[src/rtl/snap_pkg.sv]
package snap_pkg;
    // number of live event counters and of shadow slots
    localparam int N_EVT  = 4;
    localparam int N_SLOT = 6;

    // select codes; the window mux depends on this order
    typedef enum logic [2:0] {
        SEL_CYCLES   = 3'd0,
        SEL_RETIRED  = 3'd1,
        SEL_IRQ      = 3'd2,
        SEL_NMI      = 3'd3,
        SEL_WC_TOTAL = 3'd4,
        SEL_WC_SPLIT = 3'd5
    } sel_code_e;

    // address classes produced by the decoder
    typedef enum logic [1:0] {
        AC_CAPTURE,
        AC_SELECT,
        AC_WINDOW,
        AC_UNMAPPED
    } addr_class_e;
endpackage

[src/rtl/event_counters.sv]
module event_counters #(
    parameter int N     = 4,
    parameter int CNT_W = 64
) (
    input  logic                      clk,
    input  logic                      rst_n,
    input  logic [N-1:0]              strobe,
    output logic [N-1:0][CNT_W-1:0]   count
);
    for (genvar g = 0; g < N; g++) begin : g_ctr
        always_ff @(posedge clk or negedge rst_n) begin
            if (!rst_n)
                count[g] <= '0;
            else if (strobe[g])
                count[g] <= count[g] + 1'b1;
        end

        assert_idle_hold_R2: assert property (@(posedge clk) disable iff (!rst_n)
            !strobe[g] |=> $stable(count[g]));
        assert_step_one_R2: assert property (@(posedge clk) disable iff (!rst_n)
            strobe[g] |=> count[g] == $past(count[g]) + 1'b1);
    end
endmodule

[src/rtl/wallclock_base.sv]
module wallclock_base #(
    parameter int          CNT_W      = 64,
    parameter int unsigned NS_PER_CLK = 20
) (
    input  logic             clk,
    input  logic             rst_n,
    output logic [CNT_W-1:0] total_ns,
    output logic [CNT_W-1:0] split_time
);
    localparam int HALF = CNT_W / 2;
    localparam logic [HALF:0] STEP   = (HALF+1)'(NS_PER_CLK);
    localparam logic [HALF:0] NS_SEC = (HALF+1)'(1_000_000_000);

    logic [HALF-1:0]  sec_q, nsec_q;
    logic [CNT_W-1:0] tot_q;
    logic [HALF:0]    nsum;

    assign nsum = {1'b0, nsec_q} + STEP;

    always_ff @(posedge clk or negedge rst_n) begin
        if (!rst_n) begin
            sec_q  <= '0;
            nsec_q <= '0;
            tot_q  <= '0;
        end else begin
            tot_q <= tot_q + CNT_W'(NS_PER_CLK);
            if (nsum >= NS_SEC) begin
                nsec_q <= HALF'(nsum - NS_SEC);
                sec_q  <= sec_q + 1'b1;
            end else begin
                nsec_q <= nsum[HALF-1:0];
            end
        end
    end

    assign total_ns   = tot_q;
    assign split_time = {sec_q, nsec_q};

    assert_nsec_range_R10: assert property (@(posedge clk) disable iff (!rst_n)
        {1'b0, nsec_q} < NS_SEC);
    assert_split_consistent_R10: assert property (@(posedge clk) disable iff (!rst_n)
        tot_q == CNT_W'(sec_q) * CNT_W'(1_000_000_000) + CNT_W'(nsec_q));
endmodule

[src/rtl/shadow_bank.sv]
module shadow_bank #(
    parameter int N_SLOT = 6,
    parameter int CNT_W  = 64
) (
    input  logic                           clk,
    input  logic                           rst_n,
    input  logic                           capture,
    input  logic [N_SLOT-1:0][CNT_W-1:0]   live,
    output logic [N_SLOT-1:0][CNT_W-1:0]   shadow
);
    for (genvar g = 0; g < N_SLOT; g++) begin : g_slot
        always_ff @(posedge clk or negedge rst_n) begin
            if (!rst_n)
                shadow[g] <= '0;
            else if (capture)
                shadow[g] <= live[g];
        end

        assert_shadow_hold_R4: assert property (@(posedge clk) disable iff (!rst_n)
            !capture |=> $stable(shadow[g]));
        assert_shadow_load_R3: assert property (@(posedge clk) disable iff (!rst_n)
            capture |=> shadow[g] == $past(live[g]));
    end
endmodule

[src/rtl/snap_ctr_periph.sv]
module snap_ctr_periph #(
    parameter int          CNT_W       = 64,
    parameter int unsigned NS_PER_CLK  = 20,
    parameter logic [7:0]  OFS_CAPTURE = 8'h10,
    parameter logic [7:0]  OFS_SELECT  = 8'h11,
    parameter logic [7:0]  OFS_WINDOW  = 8'h18
) (
    input  logic       clk,
    input  logic       rst_n,
    input  logic [7:0] bus_addr,
    input  logic       bus_we,
    input  logic [7:0] bus_wdata,
    output logic [7:0] bus_rdata,
    input  logic       ev_cycle,
    input  logic       ev_retire,
    input  logic       ev_irq,
    input  logic       ev_nmi,
    input  logic       wc_valid
);
    import snap_pkg::*;

    localparam int NBYTES = CNT_W / 8;
    localparam int IDX_W  = $clog2(NBYTES);
    localparam int SLOT_W = $clog2(N_SLOT);

    addr_class_e                   acls;
    logic [7:0]                    woff;
    logic [IDX_W-1:0]              widx;
    logic [7:0]                    sel_q;
    logic [N_EVT-1:0][CNT_W-1:0]   evt_cnt;
    logic [CNT_W-1:0]              wc_total, wc_split;
    logic [N_SLOT-1:0][CNT_W-1:0]  live, shadow;
    logic [CNT_W-1:0]              win_val;
    logic                          do_capture;

    // address decode
    assign woff = bus_addr - OFS_WINDOW;
    assign widx = woff[IDX_W-1:0];

    always_comb begin
        if (bus_addr == OFS_CAPTURE)      acls = AC_CAPTURE;
        else if (bus_addr == OFS_SELECT)  acls = AC_SELECT;
        else if (woff < 8'(NBYTES))       acls = AC_WINDOW;
        else                              acls = AC_UNMAPPED;
    end

    assign do_capture = bus_we && (acls == AC_CAPTURE);

    // select register
    always_ff @(posedge clk or negedge rst_n) begin
        if (!rst_n)
            sel_q <= '0;
        else if (bus_we && acls == AC_SELECT)
            sel_q <= bus_wdata;
    end

    event_counters #(.N(N_EVT), .CNT_W(CNT_W)) i_events (
        .clk    (clk),
        .rst_n  (rst_n),
        .strobe ({ev_nmi, ev_irq, ev_retire, ev_cycle}),
        .count  (evt_cnt)
    );

    wallclock_base #(.CNT_W(CNT_W), .NS_PER_CLK(NS_PER_CLK)) i_wallclock (
        .clk        (clk),
        .rst_n      (rst_n),
        .total_ns   (wc_total),
        .split_time (wc_split)
    );

    always_comb begin
        live[SEL_CYCLES]   = evt_cnt[0];
        live[SEL_RETIRED]  = evt_cnt[1];
        live[SEL_IRQ]      = evt_cnt[2];
        live[SEL_NMI]      = evt_cnt[3];
        live[SEL_WC_TOTAL] = wc_valid ? wc_total : '1;
        live[SEL_WC_SPLIT] = wc_valid ? wc_split : '1;
    end

    shadow_bank #(.N_SLOT(N_SLOT), .CNT_W(CNT_W)) i_shadow (
        .clk     (clk),
        .rst_n   (rst_n),
        .capture (do_capture),
        .live    (live),
        .shadow  (shadow)
    );

    // window mux
    always_comb begin
        if (sel_q < 8'(N_SLOT))
            win_val = shadow[sel_q[SLOT_W-1:0]];
        else
            win_val = '0;
    end

    // read data
    always_comb begin
        bus_rdata = '0;
        unique case (acls)
            AC_SELECT:   bus_rdata = sel_q;
            AC_WINDOW:   bus_rdata = win_val[int'(widx)*8 +: 8];
            AC_CAPTURE:  bus_rdata = '0;
            AC_UNMAPPED: bus_rdata = '0;
        endcase
    end

    assert_sel_hold_R5: assert property (@(posedge clk) disable iff (!rst_n)
        !(bus_we && bus_addr == OFS_SELECT) |=> $stable(sel_q));
    assert_sel_load_R5: assert property (@(posedge clk) disable iff (!rst_n)
        (bus_we && bus_addr == OFS_SELECT) |=> sel_q == $past(bus_wdata));
    assert_bad_code_zero_R8: assert property (@(posedge clk) disable iff (!rst_n)
        (sel_q >= 8'(N_SLOT) && acls == AC_WINDOW) |-> bus_rdata == 8'h00);
    assert_unmapped_zero_R9: assert property (@(posedge clk) disable iff (!rst_n)
        (bus_addr == OFS_CAPTURE || acls == AC_UNMAPPED) |-> bus_rdata == 8'h00);
    assert_invalid_wc_R11: assert property (@(posedge clk) disable iff (!rst_n)
        (do_capture && !wc_valid) |=> (&shadow[SEL_WC_TOTAL]) && (&shadow[SEL_WC_SPLIT]));
endmodule

[config.mk]
export PLATFORM = sky130hd
export DESIGN_NAME = snap_ctr_periph
export DESIGN_NICKNAME = d
export VERILOG_FILES = /design/src/rtl/snap_pkg.sv /design/src/rtl/event_counters.sv /design/src/rtl/wallclock_base.sv /design/src/rtl/shadow_bank.sv /design/src/rtl/snap_ctr_periph.sv
export SDC_FILE = /design/constraint.sdc
export NUM_CORES = 1
export LEC_CHECK = 0
export ABC_AREA = 1
export BUFFER_PORTS_ARGS = -buffer_cell sky130_fd_sc_hd__clkbuf_2
export CAP_MARGIN = 0
export CORE_UTILIZATION = 37
export DETAILED_ROUTE_END_ITERATION = 8
export GPL_ROUTABILITY_DRIVEN = 0
export HOLD_SLACK_MARGIN = 0.03
export RECOVER_POWER = 25
export SETUP_SLACK_MARGIN = 0.02
export SLEW_MARGIN = 0
export SYNTH_ARGS = -nofsm -noshare
export SYNTH_HDL_FRONTEND = slang
export SYNTH_SLANG_ARGS = --single-unit
[constraint.sdc]
create_clock -name clk -period 2.7 [get_ports clk]
set_input_delay 0.135 -clock clk [delete_from_list [all_inputs] [get_ports clk]]
set_output_delay 0.135 -clock clk [all_outputs]
set_load 0.05 [all_outputs]
==> metrics.md, run 1 <==
| Metric | Value |
|---|---|
| Outcome | finished, violations left |
| Violated checks | max-capacitance violations, max-slew violations, negative setup slack |
| Gate power share | 8.3% |
| Fmax | 333 MHz |
| Area grow syn2layout | 19.9% |
| Cell taking the most area after synthesis | dfrtp_1 |
| Post-synth ARST share | 100% |
| Final core occ | 45.0% |
| Post-synth EDFFs | 0 |
| CP startpoint kind | flip-flop |
| Drt wl/cell | 18.5 um |
| CP max FO | 5 |
| Worst hold path depth | 5 |
| Beginning of the worst hold path | bus_addr[6] |
| Avg Cell Area, Syn | 8.23 um^2 |
| Final nets | 4,897 |
| Initial antenna violation count | 1 |
| Required time worst endpoint | 2570 ps |
| Fin. max-slew vios | 55 |
| GR Util All Layers | 21.4% |
| CTS buffer count | 81 |
| Share of the synthesized area in the top cell type | 50.0% |
| Largest cells by area after synthesis | dfrtp_1 50%, nand2_1 9.7%, xor2_1 7.8%, inv_1 5.6%, o21ai_0 5.2% |
| Sequential share of power | 46.9% |
| GRT overflow | 0 |
| Global-route wire length before repair | 179,000 um |
| Setup TNS Final | -2050 ps |
| Post-route ant nets | 0 |
| # rows | 117 |
| Core Area | 0.102 mm^2 |
| Minimum clock period | 3000 ps |
| Total power | 26,800 uW |
| Syn Nets | 4,706 |
| Die H | 324 um |
| Initial DRT Pass Iterations | 5 |
| RSZ-0062 raised after global routing | yes |
| Max-Slew Margin vs Limit | -24.4% |
| CP Data Arrival Time | 2870 ps |
| CP endpoint kind | output pin |
| Detailed Place HPWL | 82,800 um |
| Starting density of the core | 37.5% |
| R2r startpoint | i_wallclock.nsec_q[2]$_DFF_PN0_ |
| Mapped Area | 0.0385 mm^2 |
| Internal | 20,000 uW |
| IO buf count | 31 |
| Max IR drop VDD | 772 uV |
| Final wirelength | 116,000 um |
| # DRC | 0 |
| Main flop type after synthesis | dfrtp_1 |
| CTS root buf | clkbuf_16 |
| Share of cells above drive strength 1 | 13.2% |
| CTS tree | done |
| Sw power | 6760 uW |
| Crit path kind | flip-flop to output pin |
| Sinks on the clock net | 769 |
| Max Clock Skew | 32.3 ps |
| Sw Share | 25.3% |
| Synth Warn # | 0 |
| Max-Cap Viols | 1 |
| Worst reg2reg setup slack | -10 ps |
| CTS max path bufs | 3 |
| Register area share after synthesis | 50.0% |
| Final setup vio count | 11 |
| Number of I/O pins | 32 |
| Initial DRC Count | 3,235 |
| Clk_lat worst skew | 650 ps |
| Slew @ Worst Pin | 1870 ps |
| Unique masters post-synth | 51 |
| Largest net degree at the start of global routing | 114 |
| Vias after detailed routing | 32,800 |
| Vias in the first global route | 31,000 |
| Die Footprint | 0.105 mm^2 |
| Hold WC Path Type | input pin to flip-flop |
| Die span in x | 324 um |
| PwrDens | 580 mW/mm^2 |
| Fin. Hold Viols | 0 |
| Syn Inst Count | 4,673 |
| Crit path from | sel_q[0]$_DFFE_PN0P_ |
| Cell count of the worst reg-to-reg path | 18 |
| H-tree levels | 3 |
| Tcrit/Tclk final | 111% |
| Share of power burned in the clock network | 44.8% |
| Number of synthesized register bits | 769 |
| Static leakage | 0.0219 uW |
| Vias per inst | 5.21 |
| CTS clk-pin slew, worst paths | 60 ps |
| Final WS setup | -302 ps |
per-layer routing:
metal / GRT usage (%) / vias up / part of all wire, %
li1: - / 15600 / -
met1: 32.9 / 15900 / 48
met2: 31.2 / 1126 / 43
met3: 2.26 / 187 / 6.1
met4: 6.83 / 0 / 2.9
met5: 0 / - / 0
power by group through the flow:
stage	Clock, uW	Sequential (uW)	Combinational, uW
floorplan	0	12600	1160
global placement	0	12700	1940
detailed placement	0	12700	1990
CTS	12200	12500	2120
global route	12600	12600	2480
finish	12000	12600	2210
cells in the mapped netlist, types with 2 or more instances:
master / n
a22oi_1: 62
xnor2_1: 6
o21ai_0: 398
ha_1: 9
nor4_2: 2
nor3_2: 5
inv_2: 14
nor3_1: 185
xor2_1: 344
a21oi_1: 97
buf_4: 4
o21ai_2: 2
nand2_1: 992
dfrtp_1: 769
and3_1: 3
o21ai_1: 49
nor2_1: 430
nor2_2: 15
o221ai_1: 61
o22ai_1: 3
nand2_4: 2
o211ai_1: 32
inv_1: 574
nand4_1: 93
nand3_1: 224
nand2_2: 12
nand3_2: 2
mux2_2: 8
a22o_1: 5
buf_6: 6
buf_1: 21
nand3b_1: 5
nor2_4: 5
nor4_1: 68
clkinv_1: 2
clkbuf_1: 135
a211oi_1: 2
a31oi_1: 6
nor3b_1: 2
buf_2: 8
metrics by stage:
step | area (um^2) | hold WS (ps) | setup slack [ps] | cells
after global placement | 41300 | 141 | 112 | 6068
after CTS | 44900 | 41.6 | -295 | 6244
final | 46100 | 90.2 | -302 | 6297
after floorplan | 38500 | -161 | 148 | 4673
after global routing | 46100 | 110 | -323 | 6296
after detailed placement | 41300 | 136 | 48.0 | 6068
worst paths after layout:
check | to
worst max-delay path | bus_rdata[7]
worst min-delay path | i_shadow.shadow[336]$_DFFE_PN0P_
worst max register to register | i_wallclock.sec_q[25]$_DFFE_PN0P_
worst min register to register | i_wallclock.total_ns[59]$_DFF_PN0_
max in group asynchronous | i_events.count[116]$_DFFE_PN0P_
min in group asynchronous | i_events.count[135]$_DFFE_PN0P_
cell families (layout without fill, tap and decap cells):
| family | count (synthesis) | in the layout | share of synthesized area (%) |
|---|---|---|---|
| flip-flops | 769 | 769 | 50.0 |
| buffers and inverters | 765 | 1017 | 7.66 |
| AO/OA/AOI/OAI | 719 | 719 | 10.7 |
| multiplexers | 8 | 8 | 0.234 |
| other | 0 | 1 | 0 |
| XOR/XNOR | 350 | 350 | 7.97 |
| AND/OR/NAND/NOR | 2053 | 2056 | 23.1 |
| adder cells (fa/ha/maj) | 9 | 9 | 0.293 |
area by class of cell:
class / instances / area (um^2)
sequential: 769 / 19300
multi-input combinational: 3142 / 17100
tap: 1368 / 1710
antenna: 1 / 2.50
clock buffer: 112 / 2330
clock inverter: 35 / 505
timing repair buffer: 276 / 2890
timing repair inverter: 3 / 41.3
inverter: 591 / 2240
fill: 10100 / 56400
timing repair:
action	4_1_cts	5_1_grt
pin swaps	25	78
endpoints found under the hold margin	469	0
resized for setup	80	232
hold buffers	17	0
buffers inserted	5	36
endpoints found under the setup margin	8	84
cloned	7	17
layout by cell type (no fill, tap or decap), types with 14 or more instances in the layout:
master / count
nand2_4: 14
nand4_1: 93
dlygate4sd3_1: 17
nand2_2: 46
clkbuf_8: 17
inv_2: 17
nor2_1: 387
clkbuf_2: 25
dfrtp_1: 755
a22oi_1: 62
o21ai_0: 344
o21ai_2: 22
nor3_1: 183
nor4_1: 68
o221ai_1: 57
o21ai_1: 80
inv_1: 569
nor2_2: 48
xor2_1: 344
nand2_1: 948
nor2_4: 15
nand3_1: 189
buf_12: 36
o211ai_1: 32
buf_4: 151
clkbuf_16: 93
clkbuf_1: 22
nand3_2: 31
a21oi_1: 88
critical path, stage by stage, from the launching register on:
cell and delay (ps):
dfrtp_4 510, inv_12 50, buf_4 140, buf_12 130
clkbuf_16 160, buf_6 120, o211ai_1 320, nand3_1 150
nand3_2 150, nand3_2 110, nand2_4 120, a22o_4 130
buf_12 130
sequential cells by signal (all words and copies together), names as in the netlist:
| name | cells |
|---|---|
| i_wallclock.sec_q | 32 |
| i_wallclock.total_ns | 62 |
| i_wallclock.nsec_q | 30 |
| i_events.count | 256 |
| sel_q | 8 |
| i_shadow.shadow | 381 |
(Power assumes the default switching activity.)
==> run 2: changes to the inputs <==
--- a/config.mk
+++ b/config.mk
@@ -13,7 +13,6 @@
 export GPL_ROUTABILITY_DRIVEN = 0
 export HOLD_SLACK_MARGIN = 0.03
 export RECOVER_POWER = 25
-export SETUP_SLACK_MARGIN = 0.02
 export SLEW_MARGIN = 0
 export SYNTH_ARGS = -nofsm -noshare
 export SYNTH_HDL_FRONTEND = slang
==> run 2 against run 1 <==
  * The flow still finishes with violations (max-capacitance violations, max-slew violations, negative setup slack)
  * Die area unchanged
  * Final area fell by 0.40%
  * Routed wire length shrank 0.34%
  * Final cell count decreased by 0.13%
  * Worst setup slack worse by 3.3 ps
  * Critical endpoint unchanged
  * Largest power group unchanged
==> metrics.md, run 2 (synthesis results as in run 1) <==
| Metric | Value |
|---|---|
| Number of I/O pins | 32 (unchanged) |
| Global-route wire length before repair | 179,000 um (unchanged) |
| Vias in the first global route | 31,000 (unchanged) |
| Final nets | 4,889 (was 4,897) |
| Fin. Hold Viols | 0 (unchanged) |
| Max IR drop VDD | 768 uV (was 772 uV) |
| Most frequent cells in the layout | 969 x nand2_1, 755 x dfrtp_1, 569 x inv_1 (was 948 x nand2_1, 755 x dfrtp_1, 569 x inv_1) |
| Outcome | finished, violations left (unchanged) |
| Fin. max-slew vios | 55 (unchanged) |
| Die Footprint | 0.105 mm^2 (unchanged) |
| Final WS setup | -305 ps (was -302 ps) |
| Reg with most FFs | i_shadow.shadow (unchanged) |
| PwrDens | 583 mW/mm^2 (was 580 mW/mm^2) |
| Final core occ | 44.8% (was 45.0%) |
| Slew @ Worst Pin | 1870 ps (about the same) |
| Post-route ant nets | 0 (unchanged) |
| Hold WS | 80.9 ps (was 90.2 ps) |
| Initial DRC Count | 3,372 (was 3,235) |
| Fmax | 333 MHz (about the same) |
| Drt wl/cell | 18.4 um (was 18.5 um) |
| CP Data Arrival Time | 2870 ps (about the same) |
| H-tree levels | 3 (unchanged) |
| Die H | 324 um (unchanged) |
| Vias after detailed routing | 32,600 (was 32,800) |
| CP startpoint kind | flip-flop (unchanged) |
| Commonest non-fill, non-tap cell in the layout | nand2_1 (unchanged) |
| Max Clock Skew | 33.9 ps (was 32.3 ps) |
| IO buf count | 31 (unchanged) |
| Max-Cap Viols | 1 (unchanged) |
| Final wirelength | 116,000 um (about the same) |
| GRT overflow | 0 (unchanged) |
| CTS clk-pin slew, worst paths | 60 ps (about the same) |
| Largest net degree at the start of global routing | 114 (unchanged) |
| Core Area | 0.102 mm^2 (unchanged) |
| GR Util All Layers | 21.4% (unchanged) |
| # rows | 117 (unchanged) |
| Sinks on the clock net | 769 (unchanged) |
| Clk_lat worst skew | 650 ps (about the same) |
| CTS root buf | clkbuf_16 (unchanged) |
| Violated checks | max-capacitance violations, max-slew violations, negative setup slack (unchanged) |
| # DRC | 0 (unchanged) |
| Final setup vio count | 8 (was 11) |
| CTS buffer count | 81 (unchanged) |
| Max-Slew Margin vs Limit | -24.6% (was -24.4%) |
| Detailed Place HPWL | 82,800 um (unchanged) |
| Hold WC Path Type | input pin to flip-flop (unchanged) |
| Starting density of the core | 37.5% (unchanged) |
| Static leakage | 0.0218 uW (was 0.0219 uW) |
| Max FFs per register | 381 (unchanged) |
| RSZ-0062 raised after global routing | yes (unchanged) |
| Initial DRT Pass Iterations | 6 (was 5) |
| CP max FO | 5 (unchanged) |
| Total power | 26,800 uW (about the same) |
| Crit path kind | flip-flop to output pin (unchanged) |
| CP endpoint kind | output pin (unchanged) |
| Die span in x | 324 um (unchanged) |
| Tcrit/Tclk final | 111% (about the same) |
| Initial antenna violation count | 1 (unchanged) |
| CTS tree | done (unchanged) |
| Area grow syn2layout | 19.4% (was 19.9%) |
| CTS max path bufs | 3 (unchanged) |
| Vias per inst | 5.18 (was 5.21) |
| Share of cells above drive strength 1 | 12.4% (was 13.2%) |
| Required time worst endpoint | 2570 ps (about the same) |
| Minimum clock period | 3010 ps (was 3000 ps) |
run 2: changes by cell type in the layout (fill, tap and decap cells not counted), moves of 3 or more:
cell | before | now
buf_12 | 36 | 33
buf_4 | 151 | 145
nand2_1 | 948 | 969
nand2_2 | 46 | 24
nor2_1 | 387 | 392
nor2_2 | 48 | 43
o21ai_1 | 80 | 87
o21ai_2 | 22 | 15
run 2: where the power goes:
| part | leakage, uW | switching, uW | internal (uW) | total (uW) |
|---|---|---|---|---|
| registers | 0.00957 | 491 | 12100 | 12600 |
| logic | 0.0109 | 1410 | 805 | 2210 |
| clock network | 0.00138 | 4860 | 7130 | 12000 |
| total | 0.0218 | 6760 | 20000 | 26800 |
run 2: critical path, cell delays in order (launching register included):
cell,delay [ps]
dfrtp_4,510
inv_12,50
buf_4,140
buf_12,130
clkbuf_16,160
buf_6,120
o211ai_1,320
nand3_1,150
nand3_2,150
nand3_2,110
nand2_4,120
a22o_4,130
buf_12,130
run 2: what timing repair did:
action                                 4_1_cts  5_1_grt
cloned                                       7       17
setup buffers                                5       28
hold buffers                                17        0
setup endpoints to repair                    8       77
endpoints found under the hold margin      469        0
pin swaps                                   25       75
gates resized for setup                     80      199
run 2: cell type report:
cell class	count	area [um^2]
Antenna cell	1	2.50
Clock buffer	112	2330
Clock inverter	35	505
Fill cell	10100	56600
Inverter	591	2240
Multi-Input combinational cell	3142	17000
Sequential cell	769	19300
Tap cell	1368	1710
Timing Repair Buffer	268	2790
Timing Repair inverter	3	41.3
run 2: worst paths after layout:
check	endpoint	cells past startpoint	slack, ps	startpoint
max	bus_rdata[7]	12	-310	sel_q[0]$_DFFE_PN0P_
min	i_shadow.shadow[336]$_DFFE_PN0P_	5	80	bus_addr[6]
max reg2reg	i_wallclock.sec_q[8]$_DFFE_PN0P_	18	30	i_wallclock.nsec_q[2]$_DFF_PN0_
min reg2reg	i_wallclock.total_ns[59]$_DFF_PN0_	1	460	i_wallclock.total_ns[59]$_DFF_PN0_
max in group asynchronous	i_events.count[123]$_DFFE_PN0P_	3	220	rst_n
min in group asynchronous	i_events.count[135]$_DFFE_PN0P_	2	500	rst_n
run 2: metal layers:
metal	wire length [um]	vias up	track usage, %
met4	3310	0	6.83
li1	-	15600	-
met1	56000	15700	32.9
met3	7020	181	2.26
met2	49600	1063	31.2
met5	0	-	0
run 2: metrics by stage:
step | cell area (um^2) | worst slack (ps) | std cells | setup TNS, ps
after detailed placement | 41300 | 48.0 | 6068 | 0
after global placement | 41300 | 112 | 6068 | 0
after CTS | 44900 | -295 | 6244 | -2150
after floorplan | 38500 | 148 | 4673 | 0
final | 45900 | -305 | 6289 | -2050
after global routing | 45900 | -323 | 6288 | -20660
